$ cat src/rtl/irq_level_pkg.sv
package irq_level_pkg;
   typedef enum logic [1:0] {
      SEL_SWREQ = 2'd0,
      SEL_PRIO  = 2'd1,
      SEL_ID    = 2'd2,
      SEL_ASYNC = 2'd3
   } wr_sel_e;
endpackage

$ cat src/rtl/irq_hi_encode.sv
module irq_hi_encode #(
   parameter int W     = 15,
   parameter int IDX_W = (W > 1) ? $clog2(W) : 1
) (
   input  logic [W-1:0]     vec_i,
   output logic             any_o,
   output logic [IDX_W-1:0] idx_o
);
   if (W < 1) begin : g_bad_w
      $error("irq_hi_encode: W must be at least 1");
   end

   always_comb begin
      any_o = 1'b0;
      idx_o = '0;
      for (int i = 0; i < W; i++) begin
         if (vec_i[i]) begin
            any_o = 1'b1;
            idx_o = IDX_W'(i);
         end
      end
   end
endmodule

$ cat src/rtl/irq_cfg_regs.sv
module irq_cfg_regs
   import irq_level_pkg::*;
#(
   parameter int DATA_W  = 32,
   parameter int SW_MIN  = 4,
   parameter int SW_MAX  = 19,
   parameter int LVL_W   = 5,
   parameter int ASYNC_W = 4
) (
   input  logic              clk_i,
   input  logic              rst_ni,
   input  logic              wr_en_i,
   input  wr_sel_e           wr_sel_i,
   input  logic [DATA_W-1:0] wr_data_i,
   output logic [DATA_W-1:0] sw_q_o,
   output logic [LVL_W-1:0]  prio_q_o,
   output logic [ASYNC_W-1:0] async_q_o,
   output logic              wr_fault_o
);
   logic [DATA_W-1:0] sw_mask;

   always_comb begin
      for (int i = 0; i < DATA_W; i++) begin
         sw_mask[i] = (i >= SW_MIN) && (i < SW_MAX);
      end
   end

   always_ff @(posedge clk_i or negedge rst_ni) begin
      if (!rst_ni) begin
         sw_q_o    <= '0;
         prio_q_o  <= '0;
         async_q_o <= '0;
      end else if (wr_en_i) begin
         case (wr_sel_i)
            SEL_SWREQ: sw_q_o    <= wr_data_i & sw_mask;
            SEL_PRIO:  prio_q_o  <= wr_data_i[LVL_W-1:0];
            SEL_ASYNC: async_q_o <= wr_data_i[ASYNC_W-1:0];
            default:   ;
         endcase
      end
   end

   assign wr_fault_o = wr_en_i && (wr_sel_i == SEL_ID);
endmodule

$ cat src/rtl/irq_level_eval.sv
module irq_level_eval
   import irq_level_pkg::*;
#(
   parameter int DATA_W  = 32,
   parameter int SW_MIN  = 4,
   parameter int SW_MAX  = 19,
   parameter int EXT_MIN = 20,
   parameter int EXT_MAX = 24,
   parameter int LVL_W   = 5,
   parameter int ASYNC_W = 4,
   localparam int SW_N   = SW_MAX - SW_MIN,
   localparam int EXT_N  = EXT_MAX - EXT_MIN,
   localparam int SUM_W  = EXT_MAX
) (
   input  logic              clk_i,
   input  logic              rst_ni,
   input  logic              wr_en_i,
   input  logic [1:0]        wr_sel_i,
   input  logic [DATA_W-1:0] wr_data_i,
   input  logic [EXT_N-1:0]  ext_req_i,
   input  logic              strobe_i,
   output logic              take_o,
   output logic [SUM_W-1:0]  summary_o,
   output logic [LVL_W-1:0]  int_id_o,
   output logic [DATA_W-1:0] sw_req_o,
   output logic [LVL_W-1:0]  prio_o,
   output logic              wr_fault_o,
   output logic              async_err_o
);
   localparam int SW_IW  = (SW_N > 1) ? $clog2(SW_N) : 1;
   localparam int EXT_IW = (EXT_N > 1) ? $clog2(EXT_N) : 1;

   if (SW_N < 1 || EXT_N < 1) begin : g_bad_range
      $error("irq_level_eval: empty request range");
   end
   if (SW_MAX > DATA_W) begin : g_bad_data
      $error("irq_level_eval: software range exceeds data width");
   end
   if (EXT_MIN <= SW_N) begin : g_bad_overlap
      $error("irq_level_eval: external levels must exceed software levels");
   end
   if (EXT_MIN < SW_MAX) begin : g_bad_sumpos
      $error("irq_level_eval: external summary bits overlap software bits");
   end
   if (EXT_MAX - 1 >= (1 << LVL_W)) begin : g_bad_lvl
      $error("irq_level_eval: level width too small");
   end

   logic [DATA_W-1:0]  sw_q;
   logic [LVL_W-1:0]   prio_q;
   logic [ASYNC_W-1:0] async_q;

   irq_cfg_regs #(
      .DATA_W (DATA_W),
      .SW_MIN (SW_MIN),
      .SW_MAX (SW_MAX),
      .LVL_W  (LVL_W),
      .ASYNC_W(ASYNC_W)
   ) u_regs (
      .clk_i     (clk_i),
      .rst_ni    (rst_ni),
      .wr_en_i   (wr_en_i),
      .wr_sel_i  (wr_sel_e'(wr_sel_i)),
      .wr_data_i (wr_data_i),
      .sw_q_o    (sw_q),
      .prio_q_o  (prio_q),
      .async_q_o (async_q),
      .wr_fault_o(wr_fault_o)
   );

   logic [SW_N-1:0]   sw_slice;
   logic              sw_any, ext_any;
   logic [SW_IW-1:0]  sw_idx;
   logic [EXT_IW-1:0] ext_idx;

   assign sw_slice = sw_q[SW_MAX-1:SW_MIN];

   irq_hi_encode #(.W(SW_N), .IDX_W(SW_IW)) u_sw_enc (
      .vec_i(sw_slice),
      .any_o(sw_any),
      .idx_o(sw_idx)
   );

   irq_hi_encode #(.W(EXT_N), .IDX_W(EXT_IW)) u_ext_enc (
      .vec_i(ext_req_i),
      .any_o(ext_any),
      .idx_o(ext_idx)
   );

   logic [LVL_W-1:0] lvl;
   logic [SUM_W-1:0] mask;

   always_comb begin
      if (ext_any) begin
         lvl = LVL_W'(EXT_MIN) + LVL_W'(ext_idx);
      end else if (sw_any) begin
         lvl = LVL_W'(sw_idx) + LVL_W'(1);
      end else begin
         lvl = '0;
      end
      mask = '0;
      mask[SW_MAX-1:SW_MIN]   = sw_slice;
      mask[EXT_MAX-1:EXT_MIN] = ext_req_i;
   end

   assign take_o = strobe_i && (lvl != '0) && (lvl > prio_q);

   always_ff @(posedge clk_i or negedge rst_ni) begin
      if (!rst_ni) begin
         summary_o <= '0;
         int_id_o  <= '0;
      end else if (take_o) begin
         summary_o <= mask;
         int_id_o  <= lvl;
      end
   end

   assign sw_req_o    = sw_q;
   assign prio_o      = prio_q;
   assign async_err_o = |async_q;
endmodule

$ cat config.mk
export PLATFORM = sky130hd
export DESIGN_NAME = irq_level_eval
export DESIGN_NICKNAME = d
export VERILOG_FILES = /design/src/rtl/irq_level_pkg.sv /design/src/rtl/irq_hi_encode.sv /design/src/rtl/irq_cfg_regs.sv /design/src/rtl/irq_level_eval.sv
export SDC_FILE = /design/constraint.sdc
export NUM_CORES = 1
export LEC_CHECK = 0
export ABC_AREA = 1
export BUFFER_PORTS_ARGS = -buffer_cell sky130_fd_sc_hd__buf_2
export CAP_MARGIN = 10
export CORE_UTILIZATION = 44
export CTS_CLUSTER_SIZE = 30
export DETAILED_ROUTE_END_ITERATION = 10
export HOLD_SLACK_MARGIN = 0.06
export PLACE_DENSITY = 0.88
export SETUP_SLACK_MARGIN = 0.4
export SYNTH_ARGS = -nofsm -noshare
export SYNTH_HDL_FRONTEND = slang
export SYNTH_HIERARCHICAL = 1
export SYNTH_SLANG_ARGS = --single-unit
$ cat constraint.sdc
create_clock -name clk_i -period 3.1 [get_ports clk_i]
set_input_delay 0.62 -clock clk_i [delete_from_list [all_inputs] [get_ports clk_i]]
set_output_delay 0.62 -clock clk_i [all_outputs]
set_load 0.02 [all_outputs]
* Yosys cells after proc, flatten, opt, wreduce, memory -nomap -nowiden *
Cells that the tools add are included.
Widths: inputs -> output; s select.

storage, ports and cells
  logic and storage cells = 58
  register bits after elaboration = 48

cells by class
  $add $sub $neg = 2
  reductions and logical operators = 9
  order comparisons = 1
  multiplexer cells = 38
  equality and inequality tests = 3

operators with widths
  cell                 count
  $mux 4               7
  $mux 1               21
  $mux 3               4
  $mux 5               2
  $mux 2               4
  $reduce_and 2->1     3
  $add 4x1->5 const B  1
  $add 5x2->5 const A  1
  $gt 5x5->1           1
  $reduce_bool 5->1    1
  $eq 2x2->1 const B   2
  $reduce_or 4->1      1
  $logic_and 1x1->1    3
  $eq 2x1->1 const B   1
  $logic_not 2->1      1

* Longest topological paths before layout *
  depth after elaboration = 20
  gate-level depth with buffers = 29
  mapped depth without buffers = 28

* By module *
The synthesis kept the hierarchy.

by module, submodules not included
  module                      sequential area each (sq um)  area each (sq um)  times used  cells each
  irq_level_eval              600.6                         1322.5             1           160
  irq_cfg_regs                600.6                         1147.4             1           128
  irq_hi_encode at u_sw_enc   0.0                           175.2              1           42
  irq_hi_encode at u_ext_enc  0.0                           32.5               1           8

* Worst setup path before layout *
OpenSTA, ideal clock, no wires.

  path kind = register to output
  start point = reg u_regs.sw_q_o[6]
  end point = out take_o
  arrival time = 2779 ps
  data required time = 2480 ps
  path slack = -299 ps
  stages on the path, launching flop included = 26
  path through = dfrtp_1 inv_1 nand2_1 nand2_1 nand2_1 nand2_1 nand2_1 nand2_1 nand2_1 nand2_1 nand2_1 nand2_1 nand2_1 a21oi_2 ha_1 nand2_1 o21ai_2 ha_1 nand2_1 inv_1 nand4_1 nand2_1 nor2_4 nand2_4 buf_6 inv_1

between the ends
  longest elaborated chain between the ends = 19
  elaborated cells on any way between the ends = 33
  classes of those cells = add/sub: 1; order compare: 1; mux: 28; reduce/logical: 3

RTL lines
  item                                                RTL line               RTL
  start: declaration                                  irq_cfg_regs.sv:15     output logic [DATA_W-1:0] sw_q_o,
  start signal: assignment                            irq_cfg_regs.sv:35     SEL_SWREQ: sw_q_o <= wr_data_i & sw_mask;
  $mux 2 * (2 in a row)                               irq_hi_encode.sv:17    if (vec_i[i]) begin
  $mux 3 * (4 in a row)                               irq_hi_encode.sv:17
  $mux 4 * (7 in a row)                               irq_hi_encode.sv:17
  named net sw_idx[0]                                 irq_level_eval.sv:73   logic [SW_IW-1:0] sw_idx;
  $add 4x1->5 *                                       irq_level_eval.sv:97   lvl = LVL_W'(sw_idx) + LVL_W'(1);
  $mux 5 *                                            irq_level_eval.sv:96   end else if (sw_any) begin
  $mux 5 *                                            irq_level_eval.sv:94   if (ext_any) begin
  named net lvl[4]                                    irq_level_eval.sv:90   logic [LVL_W-1:0] lvl;
  branches (longest 2 deep; another with $gt 5x5->1)  n/a
  $logic_and 1x1->1 *                                 irq_level_eval.sv:106  assign take_o = strobe_i && (lvl != '0) && (lvl > prio_q);
  end: declaration                                    irq_level_eval.sv:22   output logic take_o,

Mark *: on every way through the listed nets, which the timed path passes.

* Worst setup path after layout *
  start point = reg u_regs.sw_q_o[16]
  end point = out take_o

between the ends
  longest elaborated chain between the ends = 9
  elaborated cells on any way between the ends = 13
  classes of those cells = add/sub: 1; order compare: 1; mux: 8; reduce/logical: 3

RTL lines
  item                                                RTL line
  $mux 4 * (3 in a row)                               irq_hi_encode.sv:17
  named net sw_idx[3]                                 irq_level_eval.sv:73
  $add 4x1->5 *                                       irq_level_eval.sv:97
  $mux 5 *                                            irq_level_eval.sv:96
  $mux 5 *                                            irq_level_eval.sv:94
  named net lvl[3]                                    irq_level_eval.sv:90
  branches (longest 2 deep; another with $gt 5x5->1)  n/a
  $logic_and 1x1->1 *                                 irq_level_eval.sv:106

Marked as above.

==> results by group <==
Outcome
  – Status: complete, but fails checks
  – Failing checks: negative setup slack

Timing
  – Least-Margin Pin Slew: 1.07 ns
  – Worst hold slack: 0.478 ns
  – Final period util: 117%
  – Final Critical Period: 3.62 ns
  – Fin. Hold Viols: 0
  – Final Max Slew Viols: 0
  – Setup-failing EPs final: 13
  – Final worst setup slack: -0.524 ns
  – RSZ-0062 raised after global routing: true
  – Setup TNS: -5.82 ns
  – Fin Clk Skew: 0.00314 ns
  – Fmax: 276 MHz
  – Worst relative slew slack: 28.8%

Setup path
  – CP Data Required Time: 2.48 ns
  – Crit path max-delay family: simple AND/OR/NAND/NOR gates
  – Worst-path cell chain: nor3_1, nand2_1, nor2_1, nand3_1, nand2_1, nand3b_1, inv_2, ha_4, nand2_4, nor3_2, nor2_2, nor2_4, nand2_4, inv_6, buf_6
  – Critical path capture point type: primary output
  – Slowest cell on the critical path: nor3_1
  – Max stage delay on crit path: 0.44 ns
  – Worst-path fanout max: 4
  – R2R Path End: summary_o[21]
  – R2r setup slk: -0.46 ns
  – WP data arrival: 3.00 ns
  – Reg-to-reg startpoint: u_regs/sw_q_o[16]
  – FF-to-FF path depth: 22
  – Startpoint types: flip-flop
  – Worst path bufs/invs: 3
  – Kind of critical path: reg2out

Floorplan
  – Io pins: 111
  – Die X: 80.0 um
  – Die area: 6400 um2
  – Row count: 28
  – Initial Util: 45.5%
  – Chip height: 80.0 um
  – Core area: 5890 um2

Route
  – Routed wire length: 6850 um
  – Vias: 2520
  – Routed length on met3: 412 um
  – Met2 Wirelength: 3440 um
  – DRC: 0
  – Wire per inst: 13.1 um
  – Iter 0 DRT Violations: 172
  – DR pass1 iterations: 4
  – Max layer used: met4
  – Met1 Wirelength: 2910 um
  – Final ANT Viol Nets: 0
  – Via density: 4.83

Clock network
  – Clock Tree Root: clkbuf_8
  – Max clock buf depth: 2
  – Cts bufs inserted: 5
  – H-tree depth: 2
  – Worst-skew pair later-pin latency: 0.30 ns
  – Hold_buf cts: 0
  – CTS tree: yes
  – Clk pin slew, worst setup/hold paths: 0.09 ns
  – Clk sinks: 48

Power
  – Pwr dens: 629 nW/um2
  – Power consumption: 2.33 mW
  – Pleak: 2.11 nW
  – Peak VDD IR: 0.300 mV

Finish
  – N_diodes: 0
  – Final net count: 494
  – Fin area: 3710 um2
  – Ratio of cells with drive above 1 in the final layout: 41.4%
  – Area Growth Syn to Fin: 38.6%

Synthesis
  – Number of synthesized flops with an enable pin: 0
  – Syn Area/Cell: 7.92 um2
  – Synth top area cells: dfrtp_1 (45%), nand2_1 (18%), nand3_1 (8.4%), buf_4 (7.9%), inv_1 (3.9%)
  – Top-count cell post-synth: nand2_1
  – Synthesized netlist cell count: 338
  – Post-Synthesis Cell Area: 2680 um2
  – Post-synth top cells: nand2_1 (131), dfrtp_1 (48), nand3_1 (45), buf_4 (28), inv_1 (28)
  – Ys Warns: 6
  – FFs w/ async S/R, synth: 100%
  – Sequential share of the synthesized area: 44.9%
  – Cell variety after synth: 29
  – Top-area cell type share of the netlist area: 44.9%
  – #FFs+latches synth: 48
  – Post-synth top flop: dfrtp_1
  – Area leader, netlist: dfrtp_1

Place
  – Port Buffers: 75
  – Final GP Congestion: 0.793
  – Detailed placement HPWL: 4570 um
  – Placed Instance Area: 3240 um2

Min path
  – WHS Endpoint: summary_o[16]
  – Worst hold start: summary_o[16]
  – Worst hold path cell count: 2
  – Hold Crit Class: reg2reg

GRT
  – Gr ovfl total: 0
  – First-pass GRT wire length: 10100 um
  – Total track usage: 20.5%
  – Antenna violations before repair: 0
  – Largest net degree at the start of global routing: 49
  – Vias in the first global route: 2228

Run
  – Max cap viols: 0
metal layers:
| layer | up-vias | GRT usage, % |
|---|---|---|
| met5 | - | 0 |
| met4 | 0 | 8.75 |
| met3 | 11 | 4.23 |
| met2 | 101 | 32.1 |
| met1 | 1165 | 27.4 |
| li1 | 1243 | - |
timing repair:
item                       4_1_cts  5_1_grt
cloned                           0        3
setup endpoints to repair       25       25
setup buffers                    5       10
pin swaps                       15       17
gates resized for setup         10       39
registers in the layout, summed over array words and instances, names as in the netlist:
signal            cells
u_regs/prio_q_o       5
u_regs/async_q_o      4
u_regs/sw_q_o        15
int_id_o              5
summary_o            19
tightest hold or removal path, delay by kind of cell, from the launching register on:
kind,cells,cell delay (ns)
and+or+nand+nor,2,0.10
DFF,1,0.35
power breakdown:
part	internal (mW)	switching, mW	leakage [nW]	total, mW
Sequential	0.764	0.106	0.598	0.869
Clock	0.264	0.214	0.0614	0.478
Combinational	0.391	0.595	1.45	0.986
cells by family after synthesis:
| logic type | count (synthesis) | synth area share, % |
|---|---|---|
| flops | 48 | 44.9 |
| buf+inv | 64 | 14.1 |
| other cells | 2 | 0.280 |
| compound gates | 7 | 1.82 |
| fa+ha+maj | 6 | 2.80 |
| simple gates | 211 | 36.2 |
cell type report:
cell class                 instances  area (um2)
clock buffer                       6        82.6
clock inverter                     2        38.8
fill                             492        2170
inverter                          29         114
multi-input combinational        246        1410
sequential                        48        1200
tap                               75        93.8
timing repair buffer             116         771
cells in the final DEF, fill, tap and decap left out, drive strengths merged:
cell and instances:
nor2 13, bufinv 1, nor3 3, nand3 47, o21bai 1, conb 22, clkinv 1, a21oi 2
nand3b 1, nand2 135, o21ai 3, nand4 11, or4 1, dfrtp 48, inv 29, a31o 1
ha 6, clkbuf 8, buf 114
through the flow:
| step | util (%) | setup slack [ns] | instances |
|---|---|---|---|
| 2_1_floorplan | - | -0.178 | 358 |
| 3_3_place_gp | 55.0 | -0.103 | 496 |
| 3_5_place_dp | 55.0 | -0.183 | 496 |
| 4_1_cts | 58.3 | -0.410 | 509 |
| 5_1_grt | 63.1 | -0.691 | 522 |
| 6_report | 63.1 | -0.524 | 522 |
worst max path at each step:
stage | startpoint | to | slack (ns) | depth (start not counted)
floorplan | u_regs/sw_q_o[6] | take_o | -0.18 | 25
global placement | u_regs/sw_q_o[6] | take_o | -0.10 | 26
detailed placement | u_regs/sw_q_o[6] | take_o | -0.18 | 28
CTS | u_regs/sw_q_o[6] | take_o | -0.41 | 27
global route | u_regs/sw_q_o[6] | take_o | -0.69 | 27
finish | u_regs/sw_q_o[16] | take_o | -0.52 | 15
No activity file was read; power rests on OpenSTA's default activity.
